===== src/rtl/port_real_addr_pkg.sv =====
`timescale 1ns/1ps
package port_real_addr_pkg;

  // Field positions the hash depends on (intermediate address bits)
  localparam int HB_SEL_LO = 7;
  localparam int HB_A0_LO  = 15;
  localparam int HB_A1_LO  = 17;
  localparam int HB_A2_LO  = 19;

  typedef logic [2:0] res3_t;

  function automatic res3_t b3_code(input logic [2:0] v);
    return res3_t'(3'b100 >> (v % 3'd3));
  endfunction

  function automatic res3_t rot_r1(input res3_t x);
    return {x[0], x[2:1]};
  endfunction

  function automatic res3_t rot_l1(input res3_t x);
    return {x[1:0], x[2]};
  endfunction

  function automatic res3_t rot_r(input res3_t x, input logic [1:0] n);
    res3_t y = x;
    for (int i = 0; i < 3; i++) if (2'(i) < n) y = rot_r1(y);
    return y;
  endfunction

  function automatic res3_t rot_l(input res3_t x, input logic [1:0] n);
    res3_t y = x;
    for (int i = 0; i < 3; i++) if (2'(i) < n) y = rot_l1(y);
    return y;
  endfunction

endpackage


===== src/rtl/par_mode_dec.sv =====
`timescale 1ns/1ps
module par_mode_dec (
  input  logic [3:0] chan_cnt_i,
  output logic [1:0] ins_cnt_o,
  output logic       hash_o,
  output logic       six_o,
  output logic       bad_o
);
  always_comb begin
    ins_cnt_o = 2'd0;
    hash_o    = 1'b0;
    six_o     = 1'b0;
    bad_o     = 1'b0;
    unique case (chan_cnt_i)
      4'd1: ;
      4'd2: ins_cnt_o = 2'd1;
      4'd3: hash_o = 1'b1;
      4'd4: ins_cnt_o = 2'd2;
      4'd6: begin ins_cnt_o = 2'd1; hash_o = 1'b1; six_o = 1'b1; end
      4'd8: ins_cnt_o = 2'd3;
      default: bad_o = 1'b1;
    endcase
  end
endmodule


===== src/rtl/par_grp_insert.sv =====
`timescale 1ns/1ps
module par_grp_insert #(
  parameter int PA_W  = 40,
  parameter int RA_W  = 64,
  parameter int LOW_W = 7,
  parameter int GID_W = 3
) (
  input  logic [PA_W-1:0]  pa_i,
  input  logic [GID_W-1:0] gid_i,
  input  logic [1:0]       ins_cnt_i,
  output logic [RA_W-1:0]  ia_o
);
  localparam int N_VAR = 4;

  logic [RA_W-1:0] cand [N_VAR];

  for (genvar g = 0; g < N_VAR; g++) begin : g_var
    localparam logic [GID_W-1:0] GMASK = GID_W'((1 << g) - 1);
    assign cand[g] = (RA_W'(pa_i[PA_W-1:LOW_W]) << (LOW_W + g))
                   | (RA_W'(gid_i & GMASK) << LOW_W)
                   | RA_W'(pa_i[LOW_W-1:0]);
  end

  assign ia_o = cand[ins_cnt_i];
endmodule


===== src/rtl/par_mod3_solver.sv =====
`timescale 1ns/1ps
module par_mod3_solver
  import port_real_addr_pkg::*;
(
  input  logic       clk_i,
  input  logic       rst_ni,
  input  logic [1:0] sel_bits_i,
  input  logic [1:0] a0_i,
  input  logic [1:0] a1_i,
  input  logic [1:0] a2_i,
  input  logic [2:0] gid_i,
  input  logic       six_i,
  output logic [1:0] k_o,
  output logic       hit_o
);
  res3_t      r0, r1, r2, r3;
  logic [1:0] sel;
  logic [2:0] gid_h;
  logic [2:0] hit_vec;

  assign r0    = b3_code({1'b0, a0_i});
  assign r1    = rot_r(r0, a1_i);
  assign r2    = rot_r(r1, a2_i);
  // Inserted group bit must stay out of the hash in 6-channel mode
  assign sel   = six_i ? {sel_bits_i[1], 1'b0} : sel_bits_i;
  assign gid_h = six_i ? (gid_i & 3'b110) : gid_i;
  assign r3    = rot_l(b3_code(gid_h), sel);

  for (genvar k = 0; k < 3; k++) begin : g_cand
    assign hit_vec[k] = (rot_l(r3, 2'(k)) == r2);
  end

  always_comb begin
    if (hit_vec[1])      k_o = 2'd1;
    else if (hit_vec[2]) k_o = 2'd2;
    else                 k_o = 2'd0;
  end
  assign hit_o = |hit_vec;


  hit_onehot_chk: assert property (@(posedge clk_i) disable iff (!rst_ni)
    $onehot0(hit_vec));
endmodule


===== src/rtl/par_msb_place.sv =====
`timescale 1ns/1ps
module par_msb_place #(
  parameter int RA_W     = 64,
  parameter int GSZ_W    = 11,
  parameter int MSB_BASE = 30
) (
  input  logic [1:0]       k_i,
  input  logic [GSZ_W-1:0] mask_i,
  output logic [RA_W-1:0]  msb_o
);
  function automatic int pop(input logic [GSZ_W-1:0] v);
    int c = 0;
    for (int i = 0; i < GSZ_W; i++) c += int'(v[i]);
    return c;
  endfunction

  assign msb_o = RA_W'(k_i) << (MSB_BASE + pop(mask_i));
endmodule


===== src/rtl/port_real_addr.sv =====
`timescale 1ns/1ps
module port_real_addr
  import port_real_addr_pkg::*;
#(
  parameter int PA_W     = 40,
  parameter int RA_W     = 64,
  parameter int LOW_W    = 7,
  parameter int GID_W    = 3,
  parameter int GSZ_W    = 11,
  parameter int MSB_BASE = 30
) (
  input  logic             clk_i,
  input  logic             rst_ni,
  input  logic             in_valid_i,
  input  logic [PA_W-1:0]  port_addr_i,
  input  logic [3:0]       chan_cnt_i,
  input  logic [GID_W-1:0] grp_id_i,
  input  logic [GSZ_W-1:0] grp_mask_i,
  output logic             out_valid_o,
  output logic [RA_W-1:0]  real_addr_o,
  output logic             err_o
);
  localparam int TOP_USED = PA_W + 3;

  logic [1:0]      ins_cnt;
  logic            hash, six, bad;
  logic [RA_W-1:0] ia, msb, res;
  logic [1:0]      k;
  logic            hit, err_c;

  par_mode_dec u_dec (
    .chan_cnt_i(chan_cnt_i), .ins_cnt_o(ins_cnt),
    .hash_o(hash), .six_o(six), .bad_o(bad)
  );

  par_grp_insert #(.PA_W(PA_W), .RA_W(RA_W), .LOW_W(LOW_W), .GID_W(GID_W)) u_ins (
    .pa_i(port_addr_i), .gid_i(grp_id_i), .ins_cnt_i(ins_cnt), .ia_o(ia)
  );

  par_mod3_solver u_solve (
    .clk_i(clk_i), .rst_ni(rst_ni),
    .sel_bits_i(ia[HB_SEL_LO +: 2]),
    .a0_i(ia[HB_A0_LO +: 2]), .a1_i(ia[HB_A1_LO +: 2]), .a2_i(ia[HB_A2_LO +: 2]),
    .gid_i(3'(grp_id_i)), .six_i(six), .k_o(k), .hit_o(hit)
  );

  par_msb_place #(.RA_W(RA_W), .GSZ_W(GSZ_W), .MSB_BASE(MSB_BASE)) u_msb (
    .k_i(k), .mask_i(grp_mask_i), .msb_o(msb)
  );

  assign res   = hash ? (ia | msb) : ia;
  assign err_c = bad | (hash & ~hit);

  always_ff @(posedge clk_i or negedge rst_ni) begin
    if (!rst_ni) begin
      out_valid_o <= 1'b0;
      real_addr_o <= '0;
      err_o       <= 1'b0;
    end else begin
      out_valid_o <= in_valid_i;
      err_o       <= in_valid_i & err_c;
      if (in_valid_i) real_addr_o <= res;
    end
  end


  lat_on_chk: assert property (@(posedge clk_i) disable iff (!rst_ni)
    in_valid_i |=> out_valid_o);

  lat_off_chk: assert property (@(posedge clk_i) disable iff (!rst_ni)
    !in_valid_i |=> !out_valid_o && $stable(real_addr_o));

  err_qual_chk: assert property (@(posedge clk_i) disable iff (!rst_ni)
    err_o |-> out_valid_o);

  low_keep_chk: assert property (@(posedge clk_i) disable iff (!rst_ni)
    in_valid_i |=> real_addr_o[LOW_W-1:0] == $past(port_addr_i[LOW_W-1:0]));

  pass_one_chk: assert property (@(posedge clk_i) disable iff (!rst_ni)
    in_valid_i && chan_cnt_i == 4'd1 |=> real_addr_o == RA_W'($past(port_addr_i)) && !err_o);

  bad_cnt_chk: assert property (@(posedge clk_i) disable iff (!rst_ni)
    in_valid_i && !(chan_cnt_i inside {4'd1, 4'd2, 4'd3, 4'd4, 4'd6, 4'd8})
    |=> err_o && real_addr_o == RA_W'($past(port_addr_i)));

  top_zero_chk: assert property (@(posedge clk_i) disable iff (!rst_ni)
    out_valid_o |-> real_addr_o[RA_W-1:TOP_USED] == '0);
endmodule


===== config.mk =====
export PLATFORM = sky130hd
export DESIGN_NAME = port_real_addr
export DESIGN_NICKNAME = d
export VERILOG_FILES = /design/src/rtl/port_real_addr_pkg.sv /design/src/rtl/par_mode_dec.sv /design/src/rtl/par_grp_insert.sv /design/src/rtl/par_mod3_solver.sv /design/src/rtl/par_msb_place.sv /design/src/rtl/port_real_addr.sv
export SDC_FILE = /design/constraint.sdc
export NUM_CORES = 1
export LEC_CHECK = 0
export ABC_AREA = 1
export CORE_MARGIN = 8
export CORE_UTILIZATION = 25
export CTS_BUF_LIST = sky130_fd_sc_hd__clkbuf_4
export DETAILED_ROUTE_END_ITERATION = 6
export HOLD_SLACK_MARGIN = 0.02
export REMOVE_ABC_BUFFERS = 1
export SLEW_MARGIN = 20
export SYNTH_ARGS = -nofsm -noshare
export SYNTH_HDL_FRONTEND = slang
export SYNTH_SLANG_ARGS = --single-unit
export TNS_END_PERCENT = 20

===== constraint.sdc =====
create_clock -name clk_i -period 0.8 [get_ports clk_i]
set_input_delay 0.16 -clock clk_i [delete_from_list [all_inputs] [get_ports clk_i]]
set_output_delay 0.16 -clock clk_i [all_outputs]
set_load 0.005 [all_outputs]

==> Word level (Yosys, flattened, before mapping) <==
Index checks and enable logic that the tools add are counted.
{ "totals": {"ff_bits": 66, "input_bits": 61, "out_inout_bits": 66, "wordCells": 76} }
{ "classes": {"add_sub_neg": 11, "div": 2, "n_lt_le_gt_ge": 10, "eq_ne": 9, "n_shift": 3, "n_mux": 21, "bitwise_logic": 13, "reduce_logical": 4} }
{ "op_table": {"columns": ["operator", "n"], "rows": [
  ["adder 32 x 2 -> 32 bit", 9],
  ["two-way mux 64 bit", 3],
  ["binary-select mux 64 bit (select 2 bit)", 1],
  ["OR 64 bit", 1],
  ["OR 64 x 7 -> 64 bit", 1],
  ["<< shifter 2 x 32 -> 64 bit", 1],
  ["OR 43 x 10 -> 43 bit", 1],
  ["OR 43 x 7 -> 43 bit", 1],
  ["OR 42 x 7 -> 42 bit", 1],
  ["OR 42 x 9 -> 42 bit", 1],
  ["OR 41 x 8 -> 41 bit", 1],
  ["OR 40 x 7 -> 40 bit", 1],
  ["adder 6 x 32 -> 32 bit, first input constant", 1],
  ["two-way mux 3 bit", 9],
  ["< comparator 1 x 2 -> 1 bit, first input constant", 6],
  ["== test 3 bit", 3],
  ["== test 4 x 2 -> 1 bit, second input constant", 2],
  ["== test 4 x 3 -> 1 bit, second input constant", 2],
  ["< comparator 2 bit, first input constant", 3],
  ["case mux 2 bit (3 select lines)", 1],
  ["OR reduction 6 bit", 1],
  ["right shift 3 x 3 -> 3 bit, first input constant", 2],
  ["two-way mux 1 bit", 5],
  ["== test 4 x 1 -> 1 bit, second input constant", 1],
  ["12 further kinds", 15]
]} }

==> Longest topological paths before layout <==
Gate-level depths: netlist of run 1.
{ "logic_depth": {"word_depth": 21, "mapped_depth": 31, "mapped_depth_nobuf": 31} }

==> Modules after synthesis <==
Synthesis of run 1 repeated with hierarchy kept, for this count alone.
{ "hier_totals": {"cells_unflattened": 940, "area_unflattened_um2": 6090.8} }
{ "by_module_without_submodules": {"columns": ["module", "instances", "cells_each", "area_each_um2", "seq_area_each_um2"], "rows": [
  ["port_real_addr", 1, 347, 2965.3, 1651.6],
  ["par_grp_insert", 1, 251, 1266.2, 0.0],
  ["par_msb_place", 1, 176, 997.2, 0.0],
  ["par_mod3_solver", 1, 146, 769.5, 0.0],
  ["par_mode_dec", 1, 20, 92.6, 0.0]
]} }

==> Least setup slack after synthesis of run 1 <==
No wires, ideal clock.
{ "synth_path": {"path_kind": "in2reg", "start": "input port grp_mask_i[0]", "end": "register real_addr_o[32]", "setup_ns": 0.063, "arrival_ns": 4.200, "t_required_ns": 0.737, "setup_slack_ns": -3.463, "path_stages": 16, "path_buffers": 0, "cell_sequence": "ha_1 > fa_1 > fa_1 > inv_1 > fa_1 > inv_1 > ha_1 > fa_1 > a211o_1 > xor2_1 > clkinv_1 > nor3_1 > nand3_1 > nand3_1 > nand2_1 > inv_1"} }
{ "synth_between": {"elab_chain_len": 14} }
{ "synth_lines": {"columns": ["element", "line", "rtl"], "rows": [
  ["start, declared", "port_real_addr.sv:18", "input logic [GSZ_W-1:0] grp_mask_i,"],
  ["adder 1 x 1 -> 2 bit", "par_msb_place.sv:13", "for (int i = 0; i < GSZ_W; i++) c += int'(v[i]);"],
  ["adder 32 x 2 -> 32 bit (9 in a row)", "par_msb_place.sv:13", null],
  ["adder 6 x 32 -> 32 bit", "par_msb_place.sv:17", "assign msb_o = RA_W'(k_i) << (MSB_BASE + pop(mask_i));"],
  ["<< shifter 2 x 32 -> 64 bit", "par_msb_place.sv:17", null],
  ["OR 64 bit", "port_real_addr.sv:51", "assign res = hash ? (ia | msb) : ia;"],
  ["two-way mux 64 bit", "port_real_addr.sv:51", null],
  ["end signal, assigned", "port_real_addr.sv:62", "if (in_valid_i) real_addr_o <= res;"],
  ["end, declared", "port_real_addr.sv:20", "output logic [RA_W-1:0] real_addr_o,"]
]} }
No other way between the ends.
A chain may end at the register's enable or synchronous reset.

==> Final worst setup path of run 1 <==
{ "layout_path": {"start": "input port grp_mask_i[1]", "end": "register real_addr_o[37]"} }
The elaborated chain is that of the path after synthesis.

==> impl_results.md, run 1 <==
* Status: finished with violations
* Failing checks: negative setup slack
* Critical path type: input port to register
* Final #Nets at 1078
* Worst-Margin Slew at 0.619 ns
* Max-slew headroom at 0.586
* Pin count of the biggest net entering global routing at 46
* Fillers at 2118
* Ratio of cells with drive above 1 in the final layout at 0.410
* DRT Pass-1 Iters at 4
* Routability cong. at 0.867
* Critical Path Sink Type: register
* Compound-cell area share of the yosys netlist at 0.117
* Worst EP required at 1.12 ns
* CTS sink cnt at 66
* Max-slew violation count at 0
* Drt drc at 0
* Post-layout minimum cycle time at 3.36 ns
* Num CTS Buffers at 9
* Max Freq at 298 MHz
* H-tree depth at 3
* Total Routed Length at 20700 microns
* Min Hold Slack at 0.0919 ns
* CTS root buf: clkbuf_4
* Initial Util at 0.255
* GRT Util Overall at 0.155
* RSZ-0062 raised after global routing: yes
* Setup WS post-layout at -2.56 ns
* Top FF cell, synth: dfrtp_1
* Ant diodes at 0
* Die width at 160 microns
* IO Pins at 127
* CTS tree: yes
* First-pass GRT wire length at 32000 microns
* FF+latch count, synth at 66
* Design Area, Final at 8410 sq um
* Via/cell ratio at 4.68
* PortBufs at 126
* Die height at 160 microns
* Number of global-route vias before repair at 5944
* Largest family of logic cells by synthesized area: simple AND/OR/NAND/NOR gates
* Power per cell area at 1900 nW/um^2
* Max-cap violations at 0
* Mux contribution to synthesized area at 0.0155
* Hold Fails Final Rpt at 0
* Critical path fanouts, max at 8
* FFs w/ async S/R, synth at 1.00
* Hold Crit Class: input port to asynchronous set/reset pin
* DP HPWL at 14900 microns
* Final setup vio count at 131
* Leak at 4.05 nW
* Worst Setup Start Kind: input port
* Critical path arrival at 3.68 ns
* Antenna Nets Post-Route at 0
* Seq/Total Area, Yosys at 0.319
* Total die area at 25600 sq um
* Synth cell types at 43
* Total congestion overflow at 0
* Row cnt at 52
* Synth Area in XOR/XNOR at 0.0101
* Core Footprint at 20300 sq um
* Maximum root-to-sink buffer count at 2
* Number of flops mapped to enable cells by yosys at 0
* Simple-Gate Fraction of Synth Area at 0.395
* Initial antenna violation count at 0
* Avg WL per Cell at 16.2 microns
* Reg clk slew, reported paths at 0.12 ns
* Final period util at 4.20
* Post-synthesis adder-cell area fraction at 0.0546
* Worst skew pair latency at 0.43 ns
* Final Core Density at 0.414
* Synthesized cell area at 5180 sq um
* Cell count after synthesis at 731
* VDD IR-drop max at 1050 uV
* Setup WS pre-CTS at -3.54 ns
* YS warnings at 0
* Area growth, synth to finish at 62.4%
* Vias at 5960
* Initial DRC count at 344
* Post-Place Cell Area at 7770 sq um
* Final Skew at 0 ns
* Syn Area/Cell at 7.09 sq um
per-layer routing:
layer / global-route usage / vias up / wire (microns)
met5: 0 / - / 0
met4: 0.0421 / 0 / 416
met3: 0.0296 / 32 / 1160
met2: 0.256 / 170 / 9750
met1: 0.203 / 2807 / 9350
li1: - / 2951 / -
Yosys cell counts (2+ instances only):
library cell | number | area, sq um
fa_1 | 6 | 120
nor2_2 | 18 | 113
buf_1 | 2 | 7.51
nor2_1 | 72 | 270
buf_2 | 5 | 25.0
xnor2_1 | 2 | 17.5
inv_1 | 66 | 248
a21oi_2 | 2 | 17.5
xor2_1 | 4 | 35.0
clkbuf_1 | 23 | 86.3
o21ai_1 | 2 | 10.0
nor2_4 | 6 | 67.6
mux2i_1 | 8 | 80.1
o21ai_4 | 2 | 32.5
a31oi_1 | 2 | 12.5
nand2_1 | 168 | 631
a21oi_1 | 37 | 185
nand3_2 | 17 | 170
o22ai_1 | 12 | 75.1
a211oi_1 | 3 | 22.5
nand2_4 | 4 | 45.0
a22oi_1 | 3 | 22.5
inv_2 | 6 | 22.5
ha_1 | 13 | 163
buf_6 | 2 | 22.5
o21ai_0 | 23 | 115
o21ai_2 | 4 | 35.0
dfrtp_1 | 66 | 1650
nand4_1 | 10 | 62.6
nand3_1 | 103 | 515
o211ai_1 | 7 | 52.6
nand2_2 | 22 | 138
kinds of logic after synthesis:
logic type               count (synthesis)
XOR/XNOR                                 6
AO/OA/AOI/OAI                          100
multiplexers                             8
buffers and inverters                  108
AND/OR/NAND/NOR                        424
adder cells (fa/ha/maj)                 19
flip-flops                              66
layout by cell type (no fill, tap or decap), types with 4 or more instances in the layout:
| cell type | n |
|---|---|
| mux2i_1 | 8 |
| o21ai_0 | 21 |
| dlymetal6s2s_1 | 5 |
| buf_2 | 43 |
| fa_1 | 5 |
| a21oi_1 | 20 |
| clkdlybuf4s50_1 | 47 |
| clkbuf_2 | 23 |
| dfrtp_1 | 66 |
| nand3_2 | 32 |
| a21oi_2 | 19 |
| nor2_1 | 67 |
| o211ai_1 | 7 |
| o21ai_2 | 5 |
| dlygate4sd2_1 | 4 |
| o22ai_1 | 12 |
| nand3_4 | 16 |
| nand4_1 | 10 |
| buf_4 | 145 |
| nand2_2 | 34 |
| nand2_4 | 4 |
| inv_2 | 12 |
| nor2_4 | 22 |
| inv_1 | 60 |
| buf_6 | 7 |
| buf_12 | 9 |
| nand3_1 | 73 |
| ha_1 | 11 |
| nand2_1 | 155 |
| clkbuf_4 | 10 |
| nor2_2 | 8 |
where the power goes:
group	leakage (nW)	switching (W)	internal, W
combinational	3.16	0.00553	0.00435
clock	0.0776	0.00131	0.000968
sequential	0.811	0.000204	0.00362
total	4.05	0.00704	0.00894
worst paths after layout:
check	start	endpoint	slack [ns]	depth (start not counted)
setup / recovery	grp_mask_i[1]	real_addr_o[37]$_DFFE_PN0P_	-2.56	16
hold / removal	rst_ni	real_addr_o[61]$_DFFE_PN0P_	0.09	2
setup reg to reg	real_addr_o[36]$_DFFE_PN0P_	real_addr_o[36]$_DFFE_PN0P_	-0.20	3
hold reg to reg	real_addr_o[60]$_DFFE_PN0P_	real_addr_o[60]$_DFFE_PN0P_	0.49	2
max in group asynchronous	rst_ni	real_addr_o[14]$_DFFE_PN0P_	0.26	3
min in group clk_i	chan_cnt_i[3]	err_o$_DFF_PN0_	0.32	5
worst max-delay path: stages:
cell and delay, ns:
buf_6 0.10, ha_4 0.22, fa_1 0.45, fa_1 0.50, inv_2 0.04, fa_1 0.49
inv_2 0.05, ha_4 0.16, fa_2 0.35, a211o_1 0.36, xor2_4 0.20, clkinv_4 0.12
buf_12 0.16, buf_4 0.14, nand3_2 0.07, o211ai_1 0.10
final cells by class:
class	instances	area, sq um	area share
multi-input cells	558	3620	0.431
clock inverters	6	57.6	0.00684
well taps	270	338	0.0402
repair buffers	290	2390	0.284
inverters	73	279	0.0332
flip-flops and latches	66	1650	0.196
clock buffers	10	75.1	0.00892
state kept, by name, summed over array words and instances (netlist names):
name	count
out_valid_o	1
err_o	1
real_addr_o	64
what timing repair did:
action	in CTS	in global routing
gates cloned	4	2
hold buffers	1	0
buffers inserted	4	8
resized for setup	287	103
endpoints found under the setup margin	132	131
hold endpoints to repair	66	0
pin swaps	16	44
stage by stage:
step,cells,power (W),setup TNS [ns]
after floorplan,696,0.00773,-268.37
after global placement,1239,0.0114,-236.76
after detailed placement,1239,0.0115,-235.20
after CTS,1264,0.0146,-189.26
after global routing,1273,0.0169,-191.05
final,1273,0.0160,-181.13
Note: power is estimated with default switching activity, not from simulation.
==> inputs of run 2 (changes only) <==
- CAP_MARGIN: unset -> 15
- SLEW_MARGIN: 20 -> unset
==> impl_results.md, run 2 (synthesized netlist as in run 1, its figures left out) <==
* Worst-Margin Slew at 0.538 ns (was 0.619 ns)
* First-pass GRT wire length at 31700 microns (was 32000 microns)
* RR Startpoint: real_addr_o[36]$_DFFE_PN0P_ (unchanged)
* R2R depth at 3 (unchanged)
* VDD IR-drop max at 999 uV (was 1050 uV)
* Worst EP required at 1.14 ns (was 1.12 ns)
* Total congestion overflow at 0 (unchanged)
* Final setup vio count at 131 (unchanged)
* Setup WS post-layout at -2.53 ns (was -2.56 ns)
* Row cnt at 52 (unchanged)
* Total Routed Length at 20200 microns (was 20700 microns)
* Initial antenna violation count at 0 (unchanged)
* Ratio of cells with drive above 1 in the final layout at 0.401 (was 0.410)
* RSZ-0062 raised after global routing: yes (unchanged)
* Die width at 160 microns (unchanged)
* Worst skew pair latency at 0.43 ns (about the same)
* Critical path fanouts, max at 8 (unchanged)
* Placed cells at 1240 (was 1239)
* Largest regs: real_addr_o: 64 flops, err_o: 1 flops, out_valid_o: 1 flops (unchanged)
* Critical Path Sink Type: register (unchanged)
* Maximum root-to-sink buffer count at 2 (unchanged)
* Cells along the critical path: buf_6, ha_4, fa_1, fa_1, inv_2, fa_1, inv_2, ha_4, fa_2, a211o_1, xor2_2, clkinv_4, buf_12, buf_16, nand3_1, a21oi_1 (was buf_6, ha_4, fa_1, fa_1, inv_2, fa_1, inv_2, ha_4, fa_2, a211o_1, xor2_4, clkinv_4, buf_12, buf_4, nand3_2, o211ai_1)
* Leak at 4.06 nW (was 4.05 nW)
* Final #Nets at 1078 (unchanged)
* Total die area at 25600 sq um (unchanged)
* DP HPWL at 15000 microns (was 14900 microns)
* Avg WL per Cell at 15.9 microns (was 16.2 microns)
* Max-cap violations at 0 (unchanged)
* Initial DRC count at 428 (was 344)
* Post-layout minimum cycle time at 3.33 ns (was 3.36 ns)
* Drt drc at 0 (unchanged)
* CTS root buf: clkbuf_4 (unchanged)
* Worst R2R Setup Slack at -0.20 ns (about the same)
* CTS sink cnt at 66 (unchanged)
* Max-slew headroom at 0.641 (was 0.586)
* Most common cell after layout, fill and taps aside: nand2_1 (unchanged)
* Design Area, Final at 8370 sq um (was 8410 sq um)
* Area growth, synth to finish at 61.7% (was 62.4%)
* Via/cell ratio at 4.66 (was 4.68)
* FF-to-FF End: real_addr_o[36]$_DFFE_PN0P_ (unchanged)
* Hold Crit Class: input port to asynchronous set/reset pin (unchanged)
* Max-slew violation count at 0 (unchanged)
* Max FFs per register at 64 (unchanged)
* Failing checks: negative setup slack (unchanged)
* Buf/Inv on CP at 6 (unchanged)
* Initial Util at 0.255 (unchanged)
* Crit path max-delay cell type: fa_1 (unchanged)
* Number of global-route vias before repair at 5852 (was 5944)
* TNS Setup at -181.90 ns (was -181.13 ns)
* Routability cong. at 0.867 (unchanged)
* Die height at 160 microns (unchanged)
* Most flop-heavy register: real_addr_o (unchanged)
* Final Skew at 0 ns (unchanged)
* Critical path type: input port to register (unchanged)
* Power per cell area at 1930 nW/um^2 (was 1900 nW/um^2)
* Antenna Nets Post-Route at 0 (unchanged)
* IO Pins at 127 (unchanged)
* Critical path arrival at 3.67 ns (was 3.68 ns)
* GRT Util Overall at 0.154 (was 0.155)
* Ant diodes at 0 (unchanged)
* Vias at 5938 (was 5960)
* Crit-path leading delay family: adder cells (unchanged)
* Most common cell on crit path: fa_1 (unchanged)
* Pin count of the biggest net entering global routing at 46 (unchanged)
* H-tree depth at 3 (unchanged)
* Post-Place Cell Area at 7780 sq um (was 7770 sq um)
* Worst Setup Start Kind: input port (unchanged)
* Most frequent cells in the layout: 160 x nand2_1, 146 x buf_4, 78 x nand3_1, 69 x nor2_1, 66 x dfrtp_1 (was 155 x nand2_1, 145 x buf_4, 73 x nand3_1, 67 x nor2_1, 66 x dfrtp_1)
* Max Freq at 300 MHz (was 298 MHz)
* Reg clk slew, reported paths at 0.12 ns (about the same)
* Core Footprint at 20300 sq um (unchanged)
* Final period util at 4.17 (was 4.20)
* Non-Filler Instances at 1273 (unchanged)
* Worst path max stage delay at 0.51 ns (was 0.50 ns)
* Status: finished with violations (unchanged)
* DRT Pass-1 Iters at 5 (was 4)
* CTS tree: yes (unchanged)
* PortBufs at 126 (unchanged)
* Hold Fails Final Rpt at 0 (unchanged)
* Num CTS Buffers at 9 (unchanged)
==> run 2: final cells by class <==
type	count	area, sq um
timing repair buffer	291	2400
sequential	66	1650
fill	2091	11900
multi-input combinational	557	3550
tap	270	338
inverter	73	279
clock inverter	5	78.8
clock buffer	11	82.6
==> run 2: power breakdown <==
group,leakage [nW],switching [W],internal [W]
logic,3.16,0.00539,0.00431
clock network,0.0908,0.00133,0.00133
registers,0.811,0.000207,0.00362
total,4.06,0.00693,0.00926
==> run 2: how the worst max path moves through the flow <==
stage | start | to | slack (ns) | cells after the start
2_1_floorplan | grp_mask_i[0] | real_addr_o[32]$_DFFE_PN0P_ | -5.06 | 16
3_3_place_gp | grp_mask_i[0] | real_addr_o[33]$_DFFE_PN0P_ | -3.51 | 16
3_5_place_dp | grp_mask_i[0] | real_addr_o[32]$_DFFE_PN0P_ | -3.54 | 18
4_1_cts | grp_mask_i[1] | real_addr_o[32]$_DFFE_PN0P_ | -2.57 | 18
5_1_grt | grp_mask_i[1] | real_addr_o[41]$_DFFE_PN0P_ | -2.64 | 16
6_report | grp_mask_i[1] | real_addr_o[6]$_DFFE_PN0P_ | -2.53 | 16
==> run 2: through the flow <==
step,total power [W],util,setup WS (ns),hold WS [ns]
floorplan,0.00773,-,-5.06,-0.136
global placement,0.0114,0.383,-3.51,0.0124
detailed placement,0.0115,0.383,-3.54,0.0120
CTS,0.0153,0.404,-2.57,0.0633
global route,0.0171,0.413,-2.64,0.0748
finish,0.0162,0.413,-2.53,0.0749
==> run 2: layer usage <==
layer,wire length (microns),global-route usage,share of wire
met1,9120,0.201,0.45
met2,9400,0.253,0.47
met3,1300,0.0344,0.065
met4,356,0.0361,0.018
met5,0,0,0
==> run 2: worst register-to-register path, delay by kind of cell, from the launching register on <==
family          cells  cell delay [ns]
flops               1             0.43
buf+inv             1             0.14
compound gates      1             0.26
simple gates        1             0.08
==> run 2: timing repair <==
action,in CTS,in global routing
endpoints found under the hold margin,66,0
buffers inserted,4,8
pin swaps,22,41
hold buffers,1,0
setup endpoints to repair,132,131
gates resized for setup,294,79
cloned,4,0
==> inputs of run 3 (changes only) <==
- CORE_UTILIZATION: 25 -> 47
- GPL_TIMING_DRIVEN: unset -> 0
- PLACE_DENSITY: unset -> 0.81
==> impl_results.md, run 3 (synthesized netlist as in run 1, its figures left out) <==
* Ant diodes at 0 (unchanged)
* Core Footprint at 10800 sq um (was 20300 sq um)
* GRT Util Overall at 0.231 (was 0.154)
* CTS sink cnt at 66 (unchanged)
* Initial antenna violation count at 0 (unchanged)
* Max-slew violation count at 0 (unchanged)
* CTS root buf: clkbuf_4 (unchanged)
* Failing checks: negative hold slack, negative setup slack (was negative setup slack)
* Power per cell area at 2090 nW/um^2 (was 1930 nW/um^2)
* DP HPWL at 11900 microns (was 15000 microns)
* Avg WL per Cell at 18.5 microns (was 15.9 microns)
* Critical Path Sink Type: register (unchanged)
* Multi-input logic area at 3570 sq um (was 3550 sq um)
* Post-layout minimum cycle time at 3.59 ns (was 3.33 ns)
* Antenna Nets Post-Route at 0 (unchanged)
* Row cnt at 38 (was 52)
* Most Crowded Layer GR: met2 (unchanged)
* Crit path max-delay cell type: fa_1 (unchanged)
* Fillers at 859 (was 2091)
* RSZ-0062 raised after global routing: yes (unchanged)
* Final Skew at 0 ns (unchanged)
* Initial DRC count at 665 (was 428)
* Initial Util at 0.480 (was 0.255)
* Setup WS post-layout at -2.79 ns (was -2.53 ns)
* DRT Pass-1 Iters at 5 (unchanged)
* Num CTS Buffers at 9 (unchanged)
* Total congestion overflow at 0 (unchanged)
* Critical path arrival at 3.96 ns (was 3.67 ns)
* Post-Place Cell Area at 6480 sq um (was 7780 sq um)
* Hold Crit Class: input port to asynchronous set/reset pin (unchanged)
* Via/cell ratio at 5.81 (was 4.66)
* Most common cell after layout, fill and taps aside: nand2_1 (unchanged)
* Number of global-route vias before repair at 5497 (was 5852)
* Pin count of the biggest net entering global routing at 67 (was 46)
* Reg clk slew, reported paths at 0.14 ns (was 0.12 ns)
* Final period util at 4.49 (was 4.17)
* Max-slew headroom at 0.395 (was 0.641)
* Cells along the critical path: buf_6, ha_4, fa_1, fa_1, inv_1, fa_1, inv_2, ha_4, fa_2, a211o_1, xor2_4, buf_12, clkinv_16, nor3_4, buf_6, nand2_4, a21oi_2 (was buf_6, ha_4, fa_1, fa_1, inv_2, fa_1, inv_2, ha_4, fa_2, a211o_1, xor2_2, clkinv_4, buf_12, buf_16, nand3_1, a21oi_1)
* Area growth, synth to finish at 39.4% (was 61.7%)
* Maximum root-to-sink buffer count at 2 (unchanged)
* Ratio of cells with drive above 1 in the final layout at 0.321 (was 0.401)
* CTS tree: yes (unchanged)
* Met3 usage in global routing at 0.0526 (was 0.0344)
* Most flop-heavy register: real_addr_o (unchanged)
* Hold Fails Final Rpt at 66 (was 0)
* Worst Setup Start Kind: input port (unchanged)
* Max Freq at 278 MHz (was 300 MHz)
* Total Routed Length at 19000 microns (was 20200 microns)
* Critical path type: input port to register (unchanged)
* Worst path max stage delay at 0.51 ns (about the same)
* VDD IR-drop max at 1330 uV (was 999 uV)
* Min Hold Slack at -0.180 ns (was 0.0749 ns)
* Vias at 5933 (was 5938)
* Leak at 3.42 nW (was 4.06 nW)
* Most frequent cells in the layout: 155 x nand2_1, 87 x nand3_1, 68 x nor2_1, 66 x dfrtp_1, 57 x inv_1 (was 160 x nand2_1, 146 x buf_4, 78 x nand3_1, 69 x nor2_1, 66 x dfrtp_1)
* Routability cong. at 0.923 (was 0.867)
* Pwr Total at 0.0151 W (was 0.0162 W)
* First-pass GRT wire length at 27100 microns (was 31700 microns)
* IO Pins at 127 (unchanged)
* Worst-Margin Slew at 0.907 ns (was 0.538 ns)
* Worst skew pair latency at 0.43 ns (about the same)
* Final #Nets at 957 (was 1078)
* Die height at 121 microns (was 160 microns)
* Worst EP required at 1.17 ns (was 1.14 ns)
* Total die area at 14600 sq um (was 25600 sq um)
* Most common cell on crit path: fa_1 (unchanged)
* Status: finished with violations (unchanged)
* H-tree depth at 3 (unchanged)
* Area occupied by registers at 1650 sq um (unchanged)
* PortBufs at 126 (unchanged)
* Largest regs: real_addr_o: 64 flops, err_o: 1 flops, out_valid_o: 1 flops (unchanged)
* Critical path fanouts, max at 4 (was 8)
* Met2 Use GR at 0.374 (was 0.253)
* Design Area, Final at 7220 sq um (was 8370 sq um)
* Die width at 121 microns (was 160 microns)
* Max FFs per register at 64 (unchanged)
* Max-cap violations at 0 (unchanged)
* Final setup vio count at 131 (unchanged)
* Met1 track demand over resource at 0.288 (was 0.201)
* Drt drc at 0 (unchanged)
## run 3: metal layers
| metal | vias to the layer above | share of wire | wire [microns] |
|---|---|---|---|
| met2 | 383 | 0.46 | 8710 |
| met5 | - | 0 | 0 |
| met3 | 101 | 0.11 | 2010 |
| li1 | 2715 | - | - |
| met1 | 2734 | 0.39 | 7330 |
| met4 | 0 | 0.047 | 898 |
## run 3: path summary, 6_finish.rpt
path / startpoint / depth (start not counted) / to / slack (ns)
min: rst_ni / 1 / real_addr_o[30]$_DFFE_PN0P_ / -0.18
max: grp_mask_i[1] / 17 / real_addr_o[17]$_DFFE_PN0P_ / -2.79
max in group asynchronous: rst_ni / 1 / real_addr_o[52]$_DFFE_PN0P_ / 0.41
max reg2reg: real_addr_o[32]$_DFFE_PN0P_ / 3 / real_addr_o[32]$_DFFE_PN0P_ / -0.08
min reg2reg: real_addr_o[48]$_DFFE_PN0P_ / 2 / real_addr_o[48]$_DFFE_PN0P_ / 0.49
min in group clk_i: chan_cnt_i[0] / 3 / err_o$_DFF_PN0_ / 0.23
## run 3: area by class of cell
class                      count  share of cell area
inverter                      73              0.0435
sequential                    66               0.229
multi-input combinational    558               0.494
clock buffer                   9             0.00935
timing repair inverter         3             0.00572
tap                          140              0.0243
clock inverter                 7              0.0137
timing repair buffer         166               0.181
## run 3: worst max-delay path, delay by kind of cell
kind                     cells  cell delay (ns)
AO/OA/AOI/OAI                2             0.51
XOR/XNOR                     1             0.21
adder cells (fa/ha/maj)      6             2.22
buffers and inverters        6             0.60
AND/OR/NAND/NOR              2             0.25
## run 3: what timing repair did
| item | in CTS | in global routing |
|---|---|---|
| pin swaps | 19 | 28 |
| endpoints found under the hold margin | 66 | 66 |
| gates cloned | 3 | 1 |
| setup endpoints to repair | 131 | 131 |
| resized for setup | 246 | 121 |
| buffers inserted | 19 | 18 |
## run 3: power breakdown
part,switching (W),internal [W],total [W],leakage (nW)
logic,0.00533,0.00320,0.00853,2.52
clock network,0.00144,0.00129,0.00274,0.0890
registers,0.000179,0.00362,0.00380,0.811
## run 3: metrics by stage
| step | util | TNS, ns | setup slack [ns] | instances | hold WS, ns |
|---|---|---|---|---|---|
| floorplan | - | -268.37 | -5.06 | 696 | -0.136 |
| global placement | 0.596 | -563.41 | -7.19 | 962 | 0.463 |
| detailed placement | 0.601 | -309.20 | -5.58 | 965 | 0.320 |
| CTS | 0.638 | -194.71 | -2.75 | 1003 | -0.154 |
| global route | 0.669 | -200.12 | -2.87 | 1022 | -0.137 |
| finish | 0.669 | -193.00 | -2.79 | 1022 | -0.180 |
